==> src/rtl/dsw_pkg.sv <==
// Package: bit positions of the status word and the per-drive stored state.
// Assumes a 16-bit word with the upper byte always zero.
package dsw_pkg;
    localparam int WORD_W   = 16;
    localparam int POS_ID   = 7;
    localparam int POS_NRDY = 6;
    localparam int POS_EOC  = 5;
    localparam int POS_AER  = 4;
    localparam int POS_FLG  = 3;
    localparam int POS_SEEK = 2;
    localparam int POS_DTE  = 1;
    localparam int POS_ANY  = 0;

    typedef struct packed {
        logic eoc;
        logic aer;
        logic flg;
        logic seek;
        logic dte;
    } drv_state_t;
endpackage

==> src/rtl/dsw_drive_reg.sv <==
// Per-drive sticky state. Error bits set on event pulses and clear on a
// read of this drive, with set winning. The seeking bit follows start/done,
// with start winning. Assumes one-cycle pulses from the transfer logic.
module dsw_drive_reg
    import dsw_pkg::*;
(
    input  logic       clk,
    input  logic       rst_n,
    input  logic       eoc_set,
    input  logic       aer_set,
    input  logic       flg_set,
    input  logic       dte_set,
    input  logic       seek_start,
    input  logic       seek_done,
    input  logic       rd_clr,
    output drv_state_t state
);
    // Update sticky error bits and seek state on each edge.
    always_ff @(posedge clk) begin
        if (!rst_n) begin
            state <= '0;
        end else begin
            state.eoc  <= eoc_set | (state.eoc & ~rd_clr);
            state.aer  <= aer_set | (state.aer & ~rd_clr);
            state.flg  <= flg_set | (state.flg & ~rd_clr);
            state.dte  <= dte_set | (state.dte & ~rd_clr);
            state.seek <= seek_start | (state.seek & ~seek_done);
        end
    end
endmodule

==> src/rtl/dsw_format.sv <==
// Builds the status word from one drive's stored state. Applies the
// not-ready override, the summary error bit and the identity bit.
// Purely combinational.
module dsw_format
    import dsw_pkg::*;
(
    input  drv_state_t        state,
    input  logic              loaded,
    input  logic              id_odd,
    output logic [WORD_W-1:0] word
);
    logic nrdy;
    logic [WORD_W-1:0] body;

    // Place the stored bits, or the not-ready flag alone when unloaded.
    always_comb begin
        nrdy = ~loaded;
        body = '0;
        if (loaded) begin
            body[POS_EOC]  = state.eoc;
            body[POS_AER]  = state.aer;
            body[POS_FLG]  = state.flg;
            body[POS_SEEK] = state.seek;
            body[POS_DTE]  = state.dte;
        end
        body[POS_NRDY] = nrdy;
    end

    // Add the summary error bit (seeking excluded) and the identity bit.
    always_comb begin
        word          = body;
        word[POS_ANY] = body[POS_NRDY] | body[POS_EOC] | body[POS_AER]
                      | body[POS_FLG]  | body[POS_DTE];
        word[POS_ID]  = id_odd;
    end
endmodule

==> src/rtl/drive_status_word.sv <==
// Top: one sticky register set per drive, a read-select mux, the word
// formatter and the output register. Assumes rd_drv_i < NUM_DRIVES whenever
// rd_stb_i is high.
module drive_status_word
    import dsw_pkg::*;
#(
    parameter  int NUM_DRIVES = 2,
    localparam int DRV_W      = (NUM_DRIVES > 1) ? $clog2(NUM_DRIVES) : 1
) (
    input  logic                  clk,
    input  logic                  rst_n,
    input  logic [NUM_DRIVES-1:0] eoc_set_i,
    input  logic [NUM_DRIVES-1:0] addr_err_set_i,
    input  logic [NUM_DRIVES-1:0] prot_viol_i,
    input  logic [NUM_DRIVES-1:0] data_err_set_i,
    input  logic [NUM_DRIVES-1:0] seek_start_i,
    input  logic [NUM_DRIVES-1:0] seek_done_i,
    input  logic [NUM_DRIVES-1:0] heads_loaded_i,
    input  logic                  rd_stb_i,
    input  logic [DRV_W-1:0]      rd_drv_i,
    output logic [WORD_W-1:0]     status_o
);
    drv_state_t        drv_state [NUM_DRIVES];
    logic [NUM_DRIVES-1:0] rd_clr;
    drv_state_t        sel_state;
    logic              sel_loaded;
    logic [WORD_W-1:0] sel_word;

    genvar gd;
    generate
        for (gd = 0; gd < NUM_DRIVES; gd++) begin : g_drv
            // Decode the read strobe into this drive's clear request.
            assign rd_clr[gd] = rd_stb_i && (rd_drv_i == DRV_W'(gd));

            dsw_drive_reg u_reg (
                .clk        (clk),
                .rst_n      (rst_n),
                .eoc_set    (eoc_set_i[gd]),
                .aer_set    (addr_err_set_i[gd]),
                .flg_set    (prot_viol_i[gd]),
                .dte_set    (data_err_set_i[gd]),
                .seek_start (seek_start_i[gd]),
                .seek_done  (seek_done_i[gd]),
                .rd_clr     (rd_clr[gd]),
                .state      (drv_state[gd])
            );
        end
    endgenerate

    // Select the state and head-load level of the addressed drive.
    always_comb begin
        sel_state  = '0;
        sel_loaded = 1'b0;
        for (int d = 0; d < NUM_DRIVES; d++) begin
            if (rd_drv_i == DRV_W'(d)) begin
                sel_state  = drv_state[d];
                sel_loaded = heads_loaded_i[d];
            end
        end
    end

    dsw_format u_fmt (
        .state  (sel_state),
        .loaded (sel_loaded),
        .id_odd (rd_drv_i[0]),
        .word   (sel_word)
    );

    // Capture the word on a read strobe; hold it otherwise.
    always_ff @(posedge clk) begin
        if (!rst_n) begin
            status_o <= '0;
        end else if (rd_stb_i) begin
            status_o <= sel_word;
        end
    end
endmodule

==> config.mk <==
export PLATFORM = sky130hd
export DESIGN_NAME = drive_status_word
export DESIGN_NICKNAME = d
export VERILOG_FILES = /design/src/rtl/dsw_pkg.sv /design/src/rtl/dsw_drive_reg.sv /design/src/rtl/dsw_format.sv /design/src/rtl/drive_status_word.sv
export SDC_FILE = /design/constraint.sdc
export NUM_CORES = 1
export LEC_CHECK = 0
export ABC_AREA = 1
export BUFFER_PORTS_ARGS = -buffer_cell sky130_fd_sc_hd__buf_2
export CAP_MARGIN = 20
export CORE_MARGIN = 2
export CORE_UTILIZATION = 30
export DETAILED_ROUTE_END_ITERATION = 12
export PLACE_DENSITY = 0.67
export SETUP_SLACK_MARGIN = 0.1
export SYNTH_ARGS = -nofsm -noshare
export SYNTH_HDL_FRONTEND = slang
export SYNTH_SLANG_ARGS = --single-unit
==> constraint.sdc <==
create_clock -name clk -period 1.7 [get_ports clk]
set_input_delay 0.17 -clock clk [delete_from_list [all_inputs] [get_ports clk]]
set_output_delay 0.17 -clock clk [all_outputs]
set_load 0.1 [all_outputs]
* After elaboration in Yosys (flattened, before gate mapping) *
Cells that the tools add are included.

word-level totals
  logic and storage cells = 46
  bits in registers = 18

cells by class
  reductions and logical operators = 2
  bitwise gates (word level) = 30
  mux-type cells = 3

operator list
  operator             number
  $or A1 B1 Y1         14
  $and A1 B1 Y1        10
  $mux W5              2
  $not A1 Y1           6
  $logic_and A1 B1 Y1  2
  $mux W1              1

* Depth between registers and ports, before layout *
Gate-level depths: netlist of the first run.

  word-level depth = 6
  depth in mapped cells = 8

* Cells and area by module *
From an unflattened synthesis of the first run, not the netlist that was laid out.

unflattened totals
  cells, all modules = 199
  area total of the unflattened synthesis = 1277.5 um2

by module, submodules not included
  module             cells each  area each (um2)  sequential area each (um2)  times used
  drive_status_word  125         779.5            320.3                       1
  dsw_drive_reg      23          173.9            100.1                       2
  dsw_format         28          150.1            0.0                         1

* Worst setup path after synthesis of the first run *
No wires, ideal clock.

  path kind = register to register
  start point = reg, netlist name status_o[1]
  end point = reg status_o[1]
  clock period less this slack = 1.270 ns
  data arrival time = 1.199 ns
  cell stages (with the launch flop) = 3
  buffers on the path = 0
  setup slack = 0.430 ns
  cells stage by stage = dfxtp_1 o21ai_0 a21oi_1

RTL lines
  element               line                     source
  end signal, assigned  drive_status_word.sv:74  status_o <= sel_word;
  end, declared         drive_status_word.sv:21  output logic [WORD_W-1:0] status_o

* Worst setup path after layout of the first run *
  start point = reg status_o[0]
  end point = out status_o[0]

No word-level cell between the ends.

==> results of run 1 <==
[final cells by class]
class | count | area share
clock buffers | 4 | 0.0391
inverters | 7 | 0.0310
multi-input cells | 78 | 0.366
flip-flops and latches | 18 | 0.389
well taps | 30 | 0.0405
repair buffers | 25 | 0.135
[per-stage QoR]
stage | cell area, sq um | hold WS (ns) | std cells | util | total power [uW]
finish | 927 | 0.0852 | 162 | 0.374 | 970
global route | 927 | 0.0850 | 162 | 0.374 | 1020
global placement | 891 | 0.373 | 158 | 0.360 | 725
floorplan | 805 | 0.263 | 113 | - | 699
detailed placement | 891 | 0.382 | 158 | 0.360 | 729
CTS | 927 | 0.0760 | 162 | 0.374 | 983
[flip-flops by register name, indices dropped and copies added, names as in the netlist]
name and count:
g_drv.u_reg.state 10, status_o 8
[how the worst max path moves through the flow]
stage / start / end / slack, ns / cells after the start
floorplan: status_o[1]$_SDFFE_PN0P_ / status_o[1]$_SDFFE_PN0P_ / 0.43 / 2
global placement: rd_drv_i / status_o[0]$_SDFFE_PN0P_ / 0.78 / 8
detailed placement: rd_drv_i / status_o[0]$_SDFFE_PN0P_ / 0.74 / 8
CTS: status_o[7]$_SDFFE_PN0P_ / status_o[7] / 0.45 / 1
global route: status_o[0]$_SDFFE_PN0P_ / status_o[0] / 0.42 / 1
finish: status_o[0]$_SDFFE_PN0P_ / status_o[0] / 0.47 / 1
[metal layers]
metal	global-route usage	vias up
li1	-	366
met1	0.126	298
met2	0.194	24
met3	0.0215	0
met4	0.0366	0
met5	0	-
[placed cells by master, fill, tap and decap left out]
cell      netlist  routed
buf_2           1      25
o21ai_0         3       3
clkbuf_4        0       3
nand2_1        33      33
nor2_4          1       1
dfxtp_1        18      18
nand2_4         2       2
conb_1          1       8
inv_1           5       5
clkbuf_8        0       1
a21oi_1        16      16
inv_2           1       1
nor2_1         15      15
inv_4           1       1
[cell families after synthesis]
logic type | after synthesis | share of synthesized area
AOI/OAI and AO/OA | 19 | 0.122
buffers and inverters | 17 | 0.135
DFF | 18 | 0.463
other | 1 | 0.00482
and+or+nand+nor | 51 | 0.275
[power breakdown]
group / switching, uW / internal, uW
combinational: 207 / 47.3
clock: 123 / 130
sequential: 14.0 / 448
==> results.cfg, run 1 <==
[setup_path]
arrival_ns = 1.06
endpoint_kind = primary output
worst_r2r_path_depth = 6
critPathKind = reg2out
rrSetupSlack_ns = 0.86
critPathMaxFanout = 2
cp-start-kind = flip-flop
cp_slowest_cell = buf_2
r2r-start = g_drv[1].u_reg.state[3]$_SDFF_PN0_
cp_num_buf_inv = 1
critical_path.max_stage_delay_ns = 0.43
cp.required_ns = 1.53
r2r-end = status_o[0]$_SDFFE_PN0P_
crit_chain = buf_2
path_delay_family = buffers and inverters

[outcome]
status = finished, final reports clean

[detailed_routing]
met3_length_microns = 133
wl_met2_microns = 703
drt-total-wl_microns = 1460
vias = 688
first_pass_iters = 4
ant_nets = 0
top_layer_used = met3
wl_per_cell_microns = 9.03
wl_met1_microns = 626
remaining_drc_errors = 0
vias_per_cell = 4.25
drt_iter0_markers = 9

[clocking]
postCtsSetupBuffers = 0
clkTransAtPathRegs_ns = 0.10
cts_sinks = 18
cts_tree = yes
clock_path_buffers = 2
root_buffer = clkbuf_4
h-tree-depth = 1
cts_hold_buf = 0
cts_buffers = 3
clock_latency_ns = 0.28
post_cts_resized = 0

[synthesis]
ys_types = 14
synthArstFlopShare = 0
synth-seq-cells = 18
yosysTopAreaCell = dfxtp_1
synth_common_cells = nand2_1 (33), dfxtp_1 (18), a21oi_1 (16), nor2_1 (15), buf_4 (8)
synth_most_common_cell = nand2_1
synth_area_sq_um = 778
synth_top_cell_area_share = 0.463
yosys_warnings = 0
avgSynthCellArea_sq_um = 7.34
synth.area.top_cells = dfxtp_1 (46%), nand2_1 (16%), a21oi_1 (10%)
synth_edf_count = 0
synth_flop_cell = dfxtp_1
synth_seq_area_share = 0.463
synthCells = 106

[hold_path]
min_path_type = in2reg
min_from = data_err_set_i[0]
min_to = g_drv[0].u_reg.state[0]$_SDFF_PN0_
min_path_cells = 3

[sta]
finClkSkew_ns = 0.00486
hold_viol_final = 0
setup_viol = 0
rsz0062_at_grt = no
max_freq_ghz = 0.813
min_period_ns = 1.23
slew_violations = 0
final.period_utilization = 0.724
final.setup.tns_ns = 0
timing.final.ws_setup_ns = 0.470

[floorplan]
fp.dieH_microns = 54.9
core_sq_um = 2480
start_util = 0.314
die_w_microns = 54.9
rows = 18
die-area_sq_um = 3020
io_pins = 34

[cells_and_area]
multi_input_area_sq_um = 339
regArea_sq_um = 360
area_delta_synth_final_pct = 19.1
post_route_cells_drive_above_1_share = 0.258
fill_cells = 286
nets = 151
antennaDiodeCount = 0

[placed_design]
hpwl_microns = 1220
place.gp.congestion = 0.782
io_buffers = 25
preCtsSetupSlack_ns = 0.745

[global_route]
antenna_found_initial = 0
grt_remaining_overflow = 0
grt_pass1_vias = 613
grt_pass1_wl_microns = 2390
track_usage = 0.108
grt_max_degree = 16

[pwr]
peakVddDrop_mv = 0.692
cellLeakagePower_uw = 0.000483
powerDensity_nw_per_um2 = 1050

[run]
cap_violations = 0
No activity file was read; power rests on OpenSTA's default activity.
==> inputs of run 2 (changes only) <==
--- a/config.mk
+++ b/config.mk
@@ -5,13 +5,13 @@
 export SDC_FILE = /design/constraint.sdc
 export NUM_CORES = 1
 export LEC_CHECK = 0
-export ABC_AREA = 1
+export ABC_AREA = 0
 export BUFFER_PORTS_ARGS = -buffer_cell sky130_fd_sc_hd__buf_2
 export CAP_MARGIN = 20
 export CORE_MARGIN = 2
 export CORE_UTILIZATION = 30
 export DETAILED_ROUTE_END_ITERATION = 12
-export PLACE_DENSITY = 0.67
+export PLACE_DENSITY = 0.69
 export SETUP_SLACK_MARGIN = 0.1
 export SYNTH_ARGS = -nofsm -noshare
 export SYNTH_HDL_FRONTEND = slang
==> constraint.sdc (replaced) <==
create_clock -name clk -period 1.1 [get_ports clk]
set_input_delay 0.11 -clock clk [delete_from_list [all_inputs] [get_ports clk]]
set_output_delay 0.11 -clock clk [all_outputs]
set_load 0.1 [all_outputs]
==> results.cfg, run 2 <==
[cells_and_area]
antennaDiodeCount = 0
post_route_cells_drive_above_1_share = 0.361
nets = 128
fin_area_sq_um = 1060
largest_reg_flops = 10
mostFrequentLayoutCell = buf_2
finish.utilization = 0.422
largestRegisters = g_drv.u_reg.state x10, status_o x8
top_register = g_drv.u_reg.state
area_delta_synth_final_pct = 32.7
final_cell_mix = buf_2 (17), nor2b_1 (10), dfxtp_1 (10), a21oi_1 (9)
fill_cells = 245

[sta]
setup_viol = 0
final.setup.tns_ns = 0
max_freq_ghz = 1.05
timing.hold.ws_ns = 0.0206
finClkSkew_ns = 0.00759
slew_violations = 0
final.period_utilization = 0.867
min_period_ns = 0.954
rsz0062_at_grt = no
hold_viol_final = 0

[synthesis]
synth_common_cells = dfxtp_1 (18), nor2b_1 (10), a21oi_1 (9), buf_4 (8), nand2b_1 (6)
synth.area.top_cells = dfxtp_1 (45%), nor2b_1 (7.9%), buf_4 (7.5%)
synth_edf_count = 0
yosysTopAreaCell = dfxtp_1
synthCells = 84
synth_top_cell_area_share = 0.453
ys_types = 22
synth-seq-cells = 18
synthArstFlopShare = 0
synth_flop_cell = dfxtp_1
synth_seq_area_share = 0.453
synth_area_sq_um = 796
synth_most_common_cell = dfxtp_1
avgSynthCellArea_sq_um = 9.47
yosys_warnings = 0

[floorplan]
start_util = 0.318
io_pins = 34
die_w_microns = 55.5
die-area_sq_um = 3080
rows = 18
core_sq_um = 2500
fp.dieH_microns = 55.5

[outcome]
status = finished, final reports clean

[setup_path]
critical_path.max_stage_delay_ns = 0.37
arrival_ns = 0.84
worst_r2r_path_depth = 3
critPathKind = reg2out
cp_num_buf_inv = 1
cp.required_ns = 0.99
r2r-start = g_drv[0].u_reg.state[3]$_SDFF_PN0_
endpoint_kind = primary output
crit_chain = buf_12
path_delay_family = flip-flops
r2r-end = status_o[0]$_SDFFE_PN0P_
cp_slowest_cell = dfxtp_2
cp-start-kind = flip-flop
critPathMaxFanout = 2
rrSetupSlack_ns = 0.21

[global_route]
grt_pass1_vias = 624
track_usage = 0.111
grt_pass1_wl_microns = 2700
antenna_found_initial = 0
grt_max_degree = 19
grt_remaining_overflow = 0

[hold_path]
min_path_type = in2reg
min_path_cells = 2
min_from = seek_start_i[0]
min_to = g_drv[0].u_reg.state[1]$_SDFF_PN0_

[clocking]
cts_buffers = 3
cts_sinks = 18
clkTransAtPathRegs_ns = 0.10
clock_path_buffers = 2
cts_tree = yes
root_buffer = clkbuf_4
cts_hold_buf = 0
post_cts_resized = 0
h-tree-depth = 1
postCtsSetupBuffers = 0
clock_latency_ns = 0.29

[detailed_routing]
vias = 650
remaining_drc_errors = 0
ant_nets = 0
drt-total-wl_microns = 1530
drt_iter0_markers = 9
wl_per_cell_microns = 11.1
first_pass_iters = 4
vias_per_cell = 4.71

[pwr]
peakVddDrop_mv = 0.738
cellLeakagePower_uw = 0.000452
total_power_uw = 1480
powerDensity_nw_per_um2 = 1400

[run]
cap_violations = 0

[placed_design]
io_buffers = 25
placed_cell_area_sq_um = 1030
place.gp.congestion = 0.796
run 2: cells by family after synthesis:
kind of cell | share of synthesized area
flops | 0.453
mux | 0.0802
compound gates | 0.175
simple gates | 0.181
other cells | 0.00471
buf+inv | 0.107
run 2: per-layer routing:
metal	global-route usage	share of wire	wire [microns]	up-vias
met1	0.121	0.42	649	299
met4	0.0732	0.029	44	0
met5	0	0	0	-
met2	0.190	0.47	721	29
met3	0.0234	0.076	116	5
li1	-	-	-	317
run 2: how the worst max path moves through the flow:
stage / startpoint / end / slack [ns] / depth (start not counted)
finish: status_o[0]$_SDFFE_PN0P_ / status_o[0] / 0.15 / 1
global route: status_o[0]$_SDFFE_PN0P_ / status_o[0] / 0.13 / 1
CTS: status_o[0]$_SDFFE_PN0P_ / status_o[0] / 0.14 / 1
detailed placement: rd_drv_i / status_o[4]$_SDFFE_PN0P_ / 0.1 / 4
global placement: rd_drv_i / status_o[3]$_SDFFE_PN0P_ / 0.11 / 4
floorplan: status_o[0]$_SDFFE_PN0P_ / status_o[0]$_SDFFE_PN0P_ / 0.12 / 2
run 2: worst register-to-register path, cell delays in order (launching register included):
cell and delay (ns):
dfxtp_1 0.32, mux2_4 0.27, nor2_1 0.11, a31oi_1 0.09
run 2: through the flow:
| stage | std cells | setup WS, ns |
|---|---|---|
| detailed placement | 135 | 0.0959 |
| global placement | 135 | 0.112 |
| CTS | 138 | 0.145 |
| floorplan | 91 | 0.124 |
| global route | 138 | 0.126 |
| finish | 138 | 0.146 |
run 2: final cells by class:
type / count / area, sq um / share of cell area
inverters: 1 / 3.75 / 0.00355
repair buffers: 25 / 245 / 0.232
multi-input cells: 61 / 377 / 0.357
well taps: 30 / 37.5 / 0.0355
clock buffers: 3 / 22.5 / 0.0213
flip-flops and latches: 18 / 370 / 0.351
run 2: report_power, final:
part	switching [uW]	internal, uW
logic	303	135
registers	31.0	696
clock network	187	127
==> inputs of run 3 (changes only) <==
--- a/config.mk
+++ b/config.mk
@@ -6,12 +6,12 @@
 export NUM_CORES = 1
 export LEC_CHECK = 0
 export ABC_AREA = 0
-export BUFFER_PORTS_ARGS = -buffer_cell sky130_fd_sc_hd__buf_2
+export BUFFER_PORTS_ARGS = -buffer_cell sky130_fd_sc_hd__buf_4
 export CAP_MARGIN = 20
 export CORE_MARGIN = 2
-export CORE_UTILIZATION = 30
+export CORE_UTILIZATION = 41
 export DETAILED_ROUTE_END_ITERATION = 12
-export PLACE_DENSITY = 0.69
+export PLACE_DENSITY = 0.85
 export SETUP_SLACK_MARGIN = 0.1
 export SYNTH_ARGS = -nofsm -noshare
 export SYNTH_HDL_FRONTEND = slang
==> results.cfg, run 3 (synthesis gave the netlist of run 2 again) <==
[outcome]
status = finished, final reports clean

[sta]
setup_viol = 0
finClkSkew_ns = 0.00362
min_period_ns = 0.958
final.setup.tns_ns = 0
slew_violations = 0
final.period_utilization = 0.871
max_freq_ghz = 1.04
rsz0062_at_grt = no
hold_viol_final = 0

[setup_path]
crit_chain = buf_6
arrival_ns = 0.85
cp-start-kind = flip-flop
critPathMaxFanout = 2
worst_r2r_path_depth = 3
critPathKind = reg2out
cp_num_buf_inv = 1
cp_slowest_cell = dfxtp_2
critical_path.max_stage_delay_ns = 0.35
cp.required_ns = 0.99
cp.depth = 1
path_delay_family = flip-flops
endpoint_kind = primary output

[pwr]
powerDensity_nw_per_um2 = 1420
swShare = 0.349
cellLeakagePower_uw = 0.000448
switchingPower_uw = 508
intPower_uw = 947
power_frac_comb = 0.292
seqPwrFrac = 0.495
peakVddDrop_mv = 0.829
clockPowerShare = 0.213

[cells_and_area]
largest_reg_flops = 10
top_register = g_drv.u_reg.state
finish.utilization = 0.573
area_delta_synth_final_pct = 28.5
fill_cells = 172
final_cell_mix = buf_4 (17), nor2b_1 (10), dfxtp_1 (10), a21oi_1 (9)
post_route_cells_drive_above_1_share = 0.361
antennaDiodeCount = 0
mostFrequentLayoutCell = buf_4
nets = 128
largestRegisters = g_drv.u_reg.state x10, status_o x8

[global_route]
grt_pass1_vias = 593
grt_pass1_wl_microns = 2350
grt_remaining_overflow = 0
grt_max_degree = 19
antenna_found_initial = 0
track_usage = 0.145

[clocking]
clkTransAtPathRegs_ns = 0.10
cts_tree = yes
cts_buffers = 3
clock_latency_ns = 0.28
root_buffer = clkbuf_4
cts_sinks = 18
clock_path_buffers = 2
h-tree-depth = 1

[placed_design]
io_buffers = 25
place.gp.congestion = 0.724
hpwl_microns = 1120

[detailed_routing]
ant_nets = 0
met3_length_microns = 78
wl_met2_microns = 714
wl_met1_microns = 605
remaining_drc_errors = 0
wl_per_cell_microns = 10.5
first_pass_iters = 4
drt-total-wl_microns = 1400
vias = 622
drt_iter0_markers = 8
vias_per_cell = 4.68
top_layer_used = met3

[hold_path]
min_path_type = in2reg
min_path_cells = 2

[floorplan]
die_w_microns = 48.1
rows = 15
core_sq_um = 1780
fp.dieH_microns = 48.1
io_pins = 34
die-area_sq_um = 2310
start_util = 0.446

[run]
cap_violations = 0
run 3: area by class of cell:
| type | count | area, sq um | share of cell area |
|---|---|---|---|
| Multi-Input combinational cell | 61 | 377 | 0.368 |
| Sequential cell | 18 | 370 | 0.362 |
| Timing Repair Buffer | 25 | 218 | 0.213 |
| Tap cell | 25 | 31.3 | 0.0306 |
| Clock buffer | 3 | 22.5 | 0.0220 |
| Inverter | 1 | 3.75 | 0.00367 |
run 3: power by group through the flow:
stage / Clock (uW) / Combinational [uW] / Sequential, uW
after floorplan: 0 / 242 / 838
after global placement: 0 / 412 / 731
after detailed placement: 0 / 416 / 733
after CTS: 317 / 427 / 720
after global routing: 345 / 452 / 724
final: 310 / 425 / 720
run 3: final timing paths:
check | startpoint | end | slack, ns
max | status_o[0]$_SDFFE_PN0P_ | status_o[0] | 0.14
min | seek_start_i[0] | g_drv[0].u_reg.state[1]$_SDFF_PN0_ | 0.03
max reg2reg | g_drv[1].u_reg.state[3]$_SDFF_PN0_ | status_o[0]$_SDFFE_PN0P_ | 0.21
min reg2reg | status_o[3]$_SDFFE_PN0P_ | status_o[3]$_SDFFE_PN0P_ | 0.48
run 3: routing by layer:
metal  track usage  vias to the layer above
met3        0.0226                        0
li1              -                      318
met1         0.180                      279
met5             0                        -
met4        0.0486                        0
met2         0.253                       25
run 3: stage by stage:
step	std cells	power (uW)	worst slack (ns)	hold slack (ns)	area, sq um
floorplan	91	1080	0.124	0.234	832
global placement	130	1140	0.180	0.320	970
detailed placement	130	1150	0.157	0.324	970
CTS	133	1460	0.136	0.0259	1020
global route	133	1520	0.110	0.0261	1020
finish	133	1450	0.142	0.0277	1020
run 3: what timing repair did:
action	4_1_cts	5_1_grt
endpoints found under the setup margin	8	0
buffers inserted	0	0
gates resized for setup	8	0
hold buffers	0	0
